==> src/rtl/vls_pkg.sv <==
package vls_pkg;

    typedef enum logic [2:0] {
        S_IDLE,
        S_PRIME,
        S_SKIP,
        S_BLEND,
        S_REPLAY,
        S_PASS
    } line_state_e;

endpackage

==> src/rtl/vls_linebuf.sv <==
module vls_linebuf #(
    parameter int W     = 8,
    parameter int DEPTH = 64,
    parameter int AW    = 6
) (
    input  logic          clk,
    input  logic          we,
    input  logic [AW-1:0] addr,
    input  logic [W-1:0]  wdata,
    output logic [W-1:0]  rdata
);

    logic [W-1:0] mem [DEPTH];

    // Read returns the old content; a write in the same cycle lands after.
    assign rdata = mem[addr];

    always_ff @(posedge clk) begin
        if (we) mem[addr] <= wdata;
    end

endmodule

==> src/rtl/vls_blend.sv <==
module vls_blend #(
    parameter int PIX_W = 8,
    parameter int WGT   = 4
) (
    input  logic [PIX_W-1:0] upper,
    input  logic [PIX_W-1:0] lower,
    input  logic [WGT-1:0]   w,
    output logic [PIX_W-1:0] y
);

    localparam int SUM_W = PIX_W + WGT + 1;
    localparam logic [SUM_W-1:0] ONE  = SUM_W'(1) << WGT;
    localparam logic [SUM_W-1:0] HALF = SUM_W'(1) << (WGT - 1);

    logic [SUM_W-1:0] sum;

    always_comb begin
        sum = SUM_W'(upper) * (ONE - SUM_W'(w)) + SUM_W'(lower) * SUM_W'(w) + HALF;
        y   = sum[WGT +: PIX_W];
    end

    // a weighted mean never leaves the range of its two inputs
    always_comb begin
        p_blend_range_r2: assert ((y >= upper && y <= lower) || (y >= lower && y <= upper));
    end

endmodule

==> src/rtl/vls_ctrl.sv <==
module vls_ctrl
    import vls_pkg::*;
#(
    parameter int SRC_NTSC = 480,
    parameter int DST_NTSC = 400,
    parameter int SRC_PAL  = 600,
    parameter int DST_PAL  = 576,
    parameter int FRAC     = 8,
    parameter int WGT      = 4,
    parameter int XW       = 6
) (
    input  logic          clk,
    input  logic          rst_n,
    input  logic          in_valid,
    input  logic          in_sof,
    input  logic          in_eol,
    input  logic          cfg_pal,
    input  logic          cfg_double,
    input  logic          cfg_bypass,
    output line_state_e   st,
    output logic [XW-1:0] px,
    output logic [WGT-1:0] wgt,
    output logic          field,
    output logic          dbl
);

    localparam int SRC_MAX = (SRC_NTSC > SRC_PAL) ? SRC_NTSC : SRC_PAL;
    localparam int ACC_W   = $clog2(SRC_MAX * (2 ** FRAC)) + 2;
    localparam int LN_W    = ACC_W - FRAC;
    localparam logic [ACC_W-1:0] STEP_N = ACC_W'(SRC_NTSC * (2 ** FRAC) / DST_NTSC);
    localparam logic [ACC_W-1:0] STEP_P = ACC_W'(SRC_PAL * (2 ** FRAC) / DST_PAL);
    localparam logic [LN_W-1:0]  CAP_N  = LN_W'(DST_NTSC);
    localparam logic [LN_W-1:0]  CAP_P  = LN_W'(DST_PAL);

    line_state_e      state_q, eff_state, nxt;
    logic [XW-1:0]    x_q, eff_x;
    logic [LN_W-1:0]  line_q, eff_line, idx_q, eff_idx, idx_after, cap;
    logic [ACC_W-1:0] acc_q, eff_acc, acc_after, adv;
    logic             pal_q, dbl_q, eff_pal, eff_dbl, emitting, hit;

    // a frame-start pixel overrides the stored line context
    always_comb begin
        if (in_sof) begin
            eff_state = cfg_bypass ? S_PASS : S_PRIME;
            eff_x     = '0;
            eff_line  = '0;
            eff_idx   = '0;
            eff_acc   = '0;
            eff_pal   = cfg_pal;
            eff_dbl   = cfg_double;
        end else begin
            eff_state = state_q;
            eff_x     = x_q;
            eff_line  = line_q;
            eff_idx   = idx_q;
            eff_acc   = acc_q;
            eff_pal   = pal_q;
            eff_dbl   = dbl_q;
        end
    end

    // next-line decision and outputs
    always_comb begin
        emitting  = (eff_state == S_BLEND) || (eff_state == S_REPLAY) || (eff_state == S_PASS);
        adv       = eff_pal ? STEP_P : STEP_N;
        if (eff_dbl) adv = adv << 1;
        acc_after = eff_acc + ((eff_state == S_BLEND) ? adv : '0);
        idx_after = eff_idx + LN_W'(emitting);
        cap       = eff_pal ? CAP_P : CAP_N;
        hit       = (acc_after[ACC_W-1:FRAC] == eff_line) && (idx_after < cap);
        unique case (eff_state)
            S_IDLE:   nxt = S_IDLE;
            S_PASS:   nxt = S_PASS;
            S_BLEND:  nxt = eff_dbl ? S_REPLAY : (hit ? S_BLEND : S_SKIP);
            S_PRIME,
            S_SKIP,
            S_REPLAY: nxt = hit ? S_BLEND : S_SKIP;
            default:  nxt = S_IDLE;
        endcase
        st    = eff_state;
        px    = eff_x;
        wgt   = eff_acc[FRAC-1 -: WGT];
        field = eff_idx[0];
        dbl   = eff_dbl;
    end

    // state register
    always_ff @(posedge clk or negedge rst_n) begin
        if (!rst_n) begin
            state_q <= S_IDLE;
            x_q     <= '0;
            line_q  <= '0;
            idx_q   <= '0;
            acc_q   <= '0;
            pal_q   <= 1'b0;
            dbl_q   <= 1'b0;
        end else if (in_valid) begin
            pal_q <= eff_pal;
            dbl_q <= eff_dbl;
            if (in_eol) begin
                state_q <= nxt;
                x_q     <= '0;
                line_q  <= eff_line + 1'b1;
                idx_q   <= idx_after;
                acc_q   <= acc_after;
            end else begin
                state_q <= eff_state;
                x_q     <= eff_x + 1'b1;
                line_q  <= eff_line;
                idx_q   <= eff_idx;
                acc_q   <= eff_acc;
            end
        end
    end

    // a replayed line exists only in doubling mode
    p_replay_dbl_r6: assert property (@(posedge clk) disable iff (!rst_n)
        (state_q == S_REPLAY) |-> dbl_q);

    // the phase only moves backwards on a frame start
    p_acc_mono_r8: assert property (@(posedge clk) disable iff (!rst_n)
        (in_valid && !in_sof) |=> (acc_q >= $past(acc_q)));

    // the output line index never passes the target height while scaling
    p_line_cap_r3: assert property (@(posedge clk) disable iff (!rst_n)
        (state_q != S_PASS) |-> (idx_q <= (pal_q ? CAP_P : CAP_N)));

endmodule

==> src/rtl/vline_interlacer.sv <==
module vline_interlacer
    import vls_pkg::*;
#(
    parameter int PIX_W      = 8,
    parameter int LINE_W     = 64,
    parameter int SRC_NTSC   = 480,
    parameter int DST_NTSC   = 400,
    parameter int SRC_PAL    = 600,
    parameter int DST_PAL    = 576,
    parameter int WGT        = 4,
    parameter bit HAS_DOUBLE = 1'b1
) (
    input  logic             clk,
    input  logic             rst_n,
    input  logic             cfg_pal,
    input  logic             cfg_double,
    input  logic             cfg_bypass,
    input  logic             in_valid,
    input  logic [PIX_W-1:0] in_pix,
    input  logic             in_sof,
    input  logic             in_eol,
    output logic             out_valid,
    output logic [PIX_W-1:0] out_pix,
    output logic             out_eol,
    output logic             out_field
);

    localparam int XW   = (LINE_W > 1) ? $clog2(LINE_W) : 1;
    localparam int FRAC = 8;

    line_state_e      st;
    logic [XW-1:0]    px;
    logic [WGT-1:0]   wgt;
    logic             field, dbl, emit;
    logic [PIX_W-1:0] prev_pix, blend_pix, hold_pix, sel_pix;

    vls_ctrl #(
        .SRC_NTSC (SRC_NTSC), .DST_NTSC (DST_NTSC),
        .SRC_PAL  (SRC_PAL),  .DST_PAL  (DST_PAL),
        .FRAC     (FRAC),     .WGT      (WGT),
        .XW       (XW)
    ) u_ctrl (
        .clk        (clk),
        .rst_n      (rst_n),
        .in_valid   (in_valid),
        .in_sof     (in_sof),
        .in_eol     (in_eol),
        .cfg_pal    (cfg_pal),
        .cfg_double (cfg_double),
        .cfg_bypass (cfg_bypass),
        .st         (st),
        .px         (px),
        .wgt        (wgt),
        .field      (field),
        .dbl        (dbl)
    );

    vls_linebuf #(.W(PIX_W), .DEPTH(LINE_W), .AW(XW)) u_prev (
        .clk   (clk),
        .we    (in_valid && st != S_IDLE),
        .addr  (px),
        .wdata (in_pix),
        .rdata (prev_pix)
    );

    vls_blend #(.PIX_W(PIX_W), .WGT(WGT)) u_blend (
        .upper (prev_pix),
        .lower (in_pix),
        .w     (wgt),
        .y     (blend_pix)
    );

    generate
        if (HAS_DOUBLE) begin : g_hold
            vls_linebuf #(.W(PIX_W), .DEPTH(LINE_W), .AW(XW)) u_hold (
                .clk   (clk),
                .we    (in_valid && st == S_BLEND && dbl),
                .addr  (px),
                .wdata (blend_pix),
                .rdata (hold_pix)
            );
        end else begin : g_no_hold
            assign hold_pix = '0;
        end
    endgenerate

    always_comb begin
        unique case (st)
            S_BLEND:  sel_pix = blend_pix;
            S_REPLAY: sel_pix = hold_pix;
            S_PASS:   sel_pix = in_pix;
            default:  sel_pix = '0;
        endcase
        emit = in_valid && (st == S_BLEND || st == S_REPLAY || st == S_PASS);
    end

    always_ff @(posedge clk or negedge rst_n) begin
        if (!rst_n) begin
            out_valid <= 1'b0;
            out_pix   <= '0;
            out_eol   <= 1'b0;
            out_field <= 1'b0;
        end else begin
            out_valid <= emit;
            out_pix   <= sel_pix;
            out_eol   <= emit && in_eol;
            out_field <= field;
        end
    end

    // every output beat is backed by an accepted input pixel
    p_valid_src_r10: assert property (@(posedge clk) disable iff (!rst_n)
        out_valid |-> $past(in_valid));

    // in bypass the pixel leaves untouched one cycle later
    p_bypass_r7: assert property (@(posedge clk) disable iff (!rst_n)
        (out_valid && $past(st) == S_PASS) |-> (out_pix == $past(in_pix)));

endmodule

==> config.mk <==
export PLATFORM = sky130hd
export DESIGN_NAME = vline_interlacer
export DESIGN_NICKNAME = d
export VERILOG_FILES = /design/src/rtl/vls_pkg.sv /design/src/rtl/vls_linebuf.sv /design/src/rtl/vls_blend.sv /design/src/rtl/vls_ctrl.sv /design/src/rtl/vline_interlacer.sv
export SDC_FILE = /design/constraint.sdc
export NUM_CORES = 1
export LEC_CHECK = 0
export BUFFER_PORTS_ARGS = -buffer_cell sky130_fd_sc_hd__buf_2
export CORE_ASPECT_RATIO = 2
export CORE_MARGIN = 3
export CORE_UTILIZATION = 35
export CTS_BUF_LIST = sky130_fd_sc_hd__clkbuf_16
export DETAILED_ROUTE_END_ITERATION = 10
export GPL_ROUTABILITY_DRIVEN = 0
export PLACE_DENSITY = 0.48
export SLEW_MARGIN = 10
export SYNTH_ARGS = -nofsm -noshare
export SYNTH_HDL_FRONTEND = slang
export SYNTH_SLANG_ARGS = --single-unit
==> constraint.sdc <==
create_clock -name clk -period 14.25 [get_ports clk]
set_clock_uncertainty 0.05 [all_clocks]
set_input_delay 2.85 -clock clk [delete_from_list [all_inputs] [get_ports clk]]
set_output_delay 2.85 -clock clk [all_outputs]
set_load 0.02 [all_outputs]
==> flow_summary.yaml, run 1 <==
outcome:
  outcome: "completed"
routing:
  ant_nets: 0
  drc: 0
  firstDrtPassIters: 6
  wl_per_cell_um: 33.3
  drt-total-wl_um: 171000
  drt_iter0_drc: 2449
  routed_via_density: 5.75
  vias: 29600
cts:
  ctsHoldBuffers: 0
  cts_resized: 0
  worstSkewPairLatency_ps: 720
  htreeDepth: 3
  cts_tree: "yes"
  cts_sinks: 1090
  cts_setup_buffers: 0
  cts_root_buf: "clkbuf_16"
  path_clk_slew_ps: 70
  clock_path_buffers: 3
  cts_inserted_buffers: 96
worst_hold_path:
  min_path_type: "reg2reg"
critical_path:
  crit_buf_inv: 4
  startpoint_type: "input pin"
  crit_family: "compound AO/OA/AOI/OAI gates"
  crit_path_end_kind: "register"
  cp_common_cell: "a21o_1"
  critPathSlowestCell: "xor2_4"
  slowest_delay_ps: 920
  crit_required_ps: 14700
  worst-path-max-fanout: 88
  crit_arrival_ps: 11800
  worstSetupPathType: "in2reg"
  r2r_slack_ps: 4080
flow_run:
  cap_violations: 0
global_route:
  grt_first_pass_wirelength_um: 237000
  grt_antenna_before_repair: 4
  track_usage: 0.247
  grt_pass1_vias: 30400
  grt_max_degree: 89
  overflow: 0
sta:
  slew_viol_final: 0
  hold_violations: 0
  rsz0062_at_grt: "false"
  fin_crit_sh: 0.797
  setup_tns_ps: 0
  tightest_slew_ps: 1380
  max_freq_mhz: 88.1
  min_period_ps: 11350
  slew_headroom: 0.0705
  setup_viol: 0
synthesis:
  syn_area_um2: 46200
  ys_ff_latch: 1090
  synth.most_common_cell: "edfxtp_1"
  synthTopCellsByArea: "edfxtp_1 (67%), dfrtp_1 (3.6%), nand2_1 (2.9%)"
  yosys_warnings: 0
  seq_area_frac_synth: 0.701
  yosys.area.top_type: "edfxtp_1"
  ys.flop_type: "edfxtp_1"
  synth_nets: 3433
  avgSynthCellArea_um2: 14.0
  synth_edf_count: 1024
  synth_top_area_share: 0.665
  synth_cells: 3307
  synthArstFlopShare: 0.0606
  ys_types: 91
  synth_common_cells: "edfxtp_1 (1024), nand2_1 (356), nor2_1 (286)"
layout:
  drive_gt1_frac: 0.110
  fillers: 12300
  synthToLayoutAreaGrowth_pct: 12.6
  final_nets: 3475
  final_util: 0.396
place:
  io_buffers: 26
  dp_hpwl_um: 118000
power_and_ir_drop:
  ir_drop_uv: 101
  total_power_mw: 7.12
  power_density_nw_per_um2: 137
  power_leakage_nw: 17.3
floorplanning:
  rows: 188
  die_x_um: 263
  dieArea_um2: 137000
  core_region_area_um2: 131000
  dieHeight_um: 520
  start_util: 0.352
  io_pins: 27
[layout by cell type, fill, tap and decap left out, types with 11 or more instances in the layout]
master / netlist / final
buf_4: 4 / 120
a311oi_1: 14 / 14
o21ai_0: 106 / 105
o311ai_0: 16 / 13
nor3_1: 63 / 62
nand3_1: 79 / 79
mux4_2: 14 / 14
a21oi_1: 84 / 84
nand2b_1: 22 / 19
clkinv_2: 0 / 11
xnor2_1: 26 / 23
fa_1: 50 / 50
a211oi_1: 20 / 20
o22ai_1: 137 / 137
inv_1: 81 / 97
bufinv_16: 0 / 14
ha_1: 60 / 60
a21o_1: 13 / 13
nand2_1: 356 / 355
mux2_2: 21 / 21
o221ai_1: 31 / 31
and2_1: 27 / 27
a221oi_1: 11 / 11
mux2i_1: 76 / 76
nor2b_1: 31 / 27
xor2_1: 22 / 18
and3_1: 18 / 18
clkinv_1: 1 / 25
buf_2: 30 / 24
nor2_1: 286 / 282
a22o_1: 22 / 22
edfxtp_1: 1024 / 1024
dfrtp_1: 66 / 63
o211ai_1: 28 / 28
clkbuf_16: 0 / 96
a31oi_1: 80 / 80
o2111ai_1: 27 / 27
a32oi_1: 17 / 17
[registers in the layout (all words and copies together) (netlist names), 3 cells and up]
signal and flops:
u_ctrl.idx_q 12, u_ctrl.x_q 6, u_prev.mem 512, u_ctrl.acc_q 20, g_hold.u_hold.mem 512, u_ctrl.state_q 3
out_pix 8, u_ctrl.line_q 12
[stage by stage]
stage / hold WS (ps) / area, um^2 / std cells / setup slack, ps
floorplan: 392 / 46200 / 3307 / 3150
global placement: 409 / 48800 / 4961 / 2300
detailed placement: 419 / 48800 / 4961 / 2310
CTS: 434 / 52000 / 5139 / 3030
global route: 456 / 52000 / 5140 / 2450
finish: 433 / 52000 / 5141 / 2900
[worst paths after layout]
check | from | to | cells past startpoint
hold / removal | u_ctrl.acc_q[9] | u_ctrl.acc_q[9] | 2
hold reg to reg | u_ctrl.acc_q[9] | u_ctrl.acc_q[9] | 2
max in group asynchronous | rst_n | u_ctrl.x_q[0] | 2
min in group asynchronous | rst_n | u_ctrl.x_q[1] | 1
setup reg to reg | u_ctrl.x_q[0] | g_hold.u_hold.mem[57][7] | 26
setup / recovery | in_sof | g_hold.u_hold.mem[57][7] | 27
[report_power, final]
group | internal [mW] | switching [mW] | total, mW
clock network | 1.49 | 1.24 | 2.73
registers | 3.68 | 0.0190 | 3.70
logic | 0.151 | 0.540 | 0.690
[worst register-to-register path, delay by kind of cell (launching register included)]
family | cells | cell delay, ps
buffers and inverters | 7 | 2250
adder cells (fa/ha/maj) | 5 | 2100
AO/OA/AOI/OAI | 8 | 2010
AND/OR/NAND/NOR | 5 | 1840
XOR/XNOR | 1 | 920
flip-flops | 1 | 760
[kinds of logic (layout without fill, tap and decap cells)]
family          after synthesis  in the layout  share of synthesized area
simple gates                954            954                     0.0928
flops                      1090           1090                      0.701
xor+xnor                     49             49                    0.00945
mux                         111            111                     0.0284
buf+inv                     285            407                     0.0248
fa+ha+maj                   111            111                     0.0381
compound gates              707            707                      0.105
other cells                   0              2                          0
[layout make-up]
| type | instances | area, um^2 | area share |
|---|---|---|---|
| Inverter | 83 | 317 | 0.00608 |
| Tap cell | 1710 | 2140 | 0.0411 |
| Sequential cell | 1090 | 32400 | 0.623 |
| Antenna cell | 2 | 5.00 | 0.0000962 |
| Clock buffer | 96 | 2400 | 0.0462 |
| Clock inverter | 82 | 811 | 0.0156 |
| Multi-Input combinational cell | 1932 | 12900 | 0.248 |
| Timing Repair Buffer | 146 | 1060 | 0.0204 |
[metal layers]
metal  vias to the layer above  wire, um  global-route usage
li1                      12700         -                   -
met5                         -        11                   0
met1                     15300     53000               0.232
met3                       469      7380              0.0283
met2                      1134     94000               0.475
met4                         2     16900               0.201
Note: power is estimated with default switching activity, not from simulation.
==> run 2, diff against run 1 <==
Settings changed: ABC_AREA from default to 1, PLACE_DENSITY 0.48 to 0.5.
Clock period 14.25 ns to 9.2 ns, I/O delays scaled along.
==> flow_summary.yaml, run 2 <==
global_route:
  grt_pass1_vias: 31500
  grtUsageMet1: 0.225
  overflow: 0
  busiest_layer: "met2"
  grt_first_pass_wirelength_um: 223000
  grt_max_degree: 78
  track_usage: 0.224
  grtUsageMet3: 0.0245
  gr-usage-met2: 0.431
  grt_antenna_before_repair: 1
power_and_ir_drop:
  p_comb_frac: 0.111
  power_leakage_nw: 19.0
  ir_drop_uv: 156
  p_seq_frac: 0.518
  swShare: 0.253
  intPower_mw: 8.25
  clkPwrFrac: 0.371
  switchingPower_mw: 2.80
  power_density_nw_per_um2: 207
synthesis:
  synth_top_area_share: 0.660
  synth_nets: 3866
  seq_area_frac_synth: 0.696
  synthArstFlopShare: 0.0606
  synth.most_common_cell: "edfxtp_1"
  ys_ff_latch: 1090
  ys.flop_type: "edfxtp_1"
  ys_types: 67
  synth_edf_count: 1024
  synth_cells: 3740
  yosys.area.top_type: "edfxtp_1"
  yosys_warnings: 0
  synth_common_cells: "edfxtp_1 (1024), nand2_1 (687), nor2_1 (298)"
  avgSynthCellArea_um2: 12.5
  synthTopCellsByArea: "edfxtp_1 (66%), nand2_1 (5.5%), dfrtp_1 (3.5%)"
  syn_area_um2: 46600
flow_run:
  cap_violations: 0
cts:
  cts_root_buf: "clkbuf_16"
  cts_inserted_buffers: 95
  cts_setup_buffers: 0
  clock_path_buffers: 3
  cts_tree: "yes"
  worstSkewPairLatency_ps: 730
  cts_resized: 0
  path_clk_slew_ps: 60
  ctsHoldBuffers: 0
  htreeDepth: 3
  cts_sinks: 1090
sta:
  tightest_slew_ps: 1190
  max_freq_mhz: 121
  min_period_ps: 8270
  fin_crit_sh: 0.899
  rsz0062_at_grt: "false"
  slew_viol_final: 0
  hold_violations: 0
  setup_viol: 0
  setup_tns_ps: 0
  slew_headroom: 0.201
  hold_slack_ps: 434
worst_hold_path:
  hold_path.startpoint: "u_ctrl.pal_q"
  min_path_type: "reg2reg"
critical_path:
  cp_common_cell: "buf_4"
  crit_family: "buffers and inverters"
  startpoint_type: "input pin"
  crit_buf_inv: 12
  worst-path-max-fanout: 40
  crit_required_ps: 9550
  crit_arrival_ps: 8620
  startpoint: "in_sof"
  regToRegStartpoint: "u_ctrl.x_q[0]"
  critPathSlowestCell: "o41ai_1"
  worstSetupPathType: "in2reg"
  slowest_delay_ps: 740
  crit_path_end_kind: "register"
routing:
  wl_per_cell_um: 27.4
  routed_via_density: 5.38
  firstDrtPassIters: 5
  drc: 0
  drt_iter0_drc: 2478
  drt-total-wl_um: 156000
  vias: 30700
  ant_nets: 0
layout:
  top_regs: "g_hold.u_hold.mem x512, u_prev.mem x512, u_ctrl.acc_q x20"
  layout_commonest_cell: "edfxtp_1"
  most-common-layout-cells: "edfxtp_1 (1024), nand2_1 (686), inv_1 (296), nor2_1 (296), buf_4 (228)"
  drive_gt1_frac: 0.130
  fillers: 12400
  synthToLayoutAreaGrowth_pct: 14.7
  final_nets: 4047
floorplanning:
  io_pins: 27
  start_util: 0.354
  rows: 188
  die_x_um: 264
  dieArea_um2: 138000
  dieHeight_um: 522
  core_region_area_um2: 132000
outcome:
  outcome: "completed"
place:
  io_buffers: 26
  dp_hpwl_um: 107000
run 2: cell count changes after synthesis, moves of 58 or more:
cell / previous run / this run
clkbuf_1: 138 / 58
mux2i_1: 76 / 0
a31oi_1: 80 / 2
o22ai_1: 137 / 195
nand3_1: 79 / 198
nor3_1: 63 / 163
nand2_1: 356 / 687
inv_1: 81 / 283
run 2: cell type report:
| cell class | instances | area (um^2) | area share |
|---|---|---|---|
| Clock inverter | 77 | 708 | 0.0133 |
| Clock buffer | 96 | 2400 | 0.0450 |
| Sequential cell | 1090 | 32400 | 0.607 |
| Multi-Input combinational cell | 2157 | 12300 | 0.230 |
| Inverter | 300 | 1150 | 0.0215 |
| Tap cell | 1710 | 2140 | 0.0401 |
| Antenna cell | 1 | 2.50 | 0.0000468 |
| Timing Repair Buffer | 277 | 2320 | 0.0434 |
run 2: power by group through the flow:
stage,Sequential (mW),Clock (mW),Combinational (mW)
after floorplan,5.86,0,0.530
after global placement,5.83,0,1.23
after detailed placement,5.83,0,1.24
after CTS,5.72,4.17,1.24
after global routing,5.72,4.33,1.32
final,5.72,4.10,1.23
run 2: layer usage:
metal  wire [um]  vias to the layer above
li1            -                    13800
met1       53000                    15600
met2       85900                      902
met3        5560                      351
met4       12000                        0
met5           0                        -
run 2: cells by family after synthesis:
logic type / synth area share
buf+inv: 0.0470
fa+ha+maj: 0.0376
simple gates: 0.135
compound gates: 0.0773
flops: 0.696
xor+xnor: 0.00765
run 2: stage by stage:
stage               instance area, um^2  worst slack, ps  cells   util  power [mW]
floorplan                         46600              787   3740      -        6.39
global placement                  50300              220   5534  0.382        7.06
detailed placement                50300              236   5534  0.382        7.07
CTS                               53400              966   5707  0.405        11.1
global route                      53400              667   5708  0.406        11.4
finish                            53400              927   5708  0.406        11.1
run 2: worst paths after layout:
check / end / slack [ps] / cells past startpoint
max: g_hold.u_hold.mem[54][4] / 930 / 33
max reg2reg: g_hold.u_hold.mem[48][7] / 1480 / 26
min: u_ctrl.pal_q / 430 / 2
min in group asynchronous: out_pix[5] / 950 / 1
min reg2reg: u_ctrl.pal_q / 430 / 2
max in group asynchronous: out_eol / 7100 / 2
run 2: worst min-delay path, stage by stage (launching register included):
cell and delay, ps:
dfrtp_1 340, nand2_1 50, o21ai_0 60
==> run 3, diff against run 2 <==
Settings changed: ABC_AREA 1 to default.
==> flow_summary.yaml, run 3 (same netlist as run 1, synthesis figures left out) <==
critical_path:
  crit_path_end_kind: "register"
  startpoint: "in_sof"
  worstSetupPathType: "in2reg"
  startpoint_type: "input pin"
  crit_arrival_ps: 8810
  crit_required_ps: 9640
  regToRegStartpoint: "u_ctrl.x_q[0]"
  cp_common_cell: "a21o_1"
  slowest_delay_ps: 660
  worst-path-max-fanout: 64
  critPathSlowestCell: "or4_1"
power_and_ir_drop:
  power_leakage_nw: 17.8
  power_density_nw_per_um2: 211
  ir_drop_uv: 144
sta:
  setup_viol: 0
  fin_crit_sh: 0.910
  tightest_slew_ps: 1310
  max_freq_mhz: 119
  min_period_ps: 8370
  rsz0062_at_grt: "false"
  hold_violations: 0
  setup_tns_ps: 0
  slew_headroom: 0.122
  hold_slack_ps: 425
  slew_viol_final: 0
layout:
  multi_input_area_um2: 12900
  top_regs: "g_hold.u_hold.mem x512, u_prev.mem x512, u_ctrl.acc_q x20"
  fillers: 12300
  most-common-layout-cells: "edfxtp_1 (1024), nand2_1 (355), nor2_1 (283), buf_4 (177), o22ai_1 (137)"
  synthToLayoutAreaGrowth_pct: 14.5
  regArea_um2: 32400
  drive_gt1_frac: 0.132
  final_nets: 3551
  instances_no_fill: 5213
  layout_commonest_cell: "edfxtp_1"
global_route:
  grt_pass1_vias: 31000
  track_usage: 0.247
  grt_first_pass_wirelength_um: 239000
  grt_antenna_before_repair: 4
  overflow: 0
  grt_max_degree: 67
place:
  placed_cells: 5039
  dp_hpwl_um: 121000
  io_buffers: 26
outcome:
  outcome: "completed"
cts:
  clock_path_buffers: 3
  htreeDepth: 3
  cts_setup_buffers: 0
  cts_resized: 0
  cts_root_buf: "clkbuf_16"
  worstSkewPairLatency_ps: 740
  path_clk_slew_ps: 70
  ctsHoldBuffers: 0
  cts_sinks: 1090
  cts_tree: "yes"
  cts_inserted_buffers: 94
floorplanning:
  dieHeight_um: 520
  io_pins: 27
  start_util: 0.352
  die_x_um: 263
  core_region_area_um2: 131000
  rows: 188
  dieArea_um2: 137000
routing:
  drc: 0
  wl_per_cell_um: 32.8
  routed_via_density: 5.77
  vias: 30100
  firstDrtPassIters: 6
  drt_iter0_drc: 2801
  ant_nets: 0
  drt-total-wl_um: 171000
flow_run:
  cap_violations: 0
worst_hold_path:
  min_path_type: "reg2reg"
  hold_path.startpoint: "u_ctrl.acc_q[2]"
## run 3: worst paths after layout
| kind | to | slack [ps] | cells past startpoint |
|---|---|---|---|
| setup / recovery | g_hold.u_hold.mem[21][7] | 830 | 26 |
| hold / removal | u_ctrl.acc_q[2] | 420 | 2 |
| setup reg to reg | g_hold.u_hold.mem[21][7] | 1070 | 26 |
| hold reg to reg | u_ctrl.acc_q[2] | 420 | 2 |
| max in group asynchronous | u_ctrl.x_q[0] | 7080 | 2 |
| min in group asynchronous | u_ctrl.acc_q[14] | 1310 | 2 |
## run 3: final cells by class
type                    instances  area share
clock buffers                  95      0.0449
inverters                      83     0.00598
diodes                          3    0.000142
well taps                    1710      0.0404
flip-flops and latches       1090       0.612
repair buffers                224      0.0358
clock inverters                76      0.0164
multi-input cells            1932       0.244
## run 3: metal layers
| layer | up-vias | part of all wire | GRT usage |
|---|---|---|---|
| li1 | 12900 | - | - |
| met4 | 0 | 0.10 | 0.209 |
| met5 | - | 0 | 0 |
| met1 | 15500 | 0.31 | 0.236 |
| met3 | 456 | 0.045 | 0.0279 |
| met2 | 1214 | 0.54 | 0.468 |
## run 3: report_power, final
group	internal, mW	switching [mW]	total (mW)
sequential	5.69	0.0333	5.72
combinational	0.331	0.841	1.17
clock	2.37	1.92	4.29
## run 3: metrics by stage
stage / setup slack (ps) / area (um^2) / util / total power, mW
2_1_floorplan: -27.1 / 46300 / - / 6.35
3_3_place_gp: 149 / 49700 / 0.378 / 7.00
3_5_place_dp: 187 / 49700 / 0.378 / 7.01
4_1_cts: 914 / 52900 / 0.403 / 11.2
5_1_grt: 598 / 52900 / 0.403 / 11.5
6_report: 831 / 52900 / 0.403 / 11.2
## run 3: worst max-delay path: cells and delay by family
family,cells,cell delay (ps)
AND/OR/NAND/NOR,5,1940
buffers and inverters,5,1030
XOR/XNOR,1,150
adder cells (fa/ha/maj),5,2060
AO/OA/AOI/OAI,10,1660
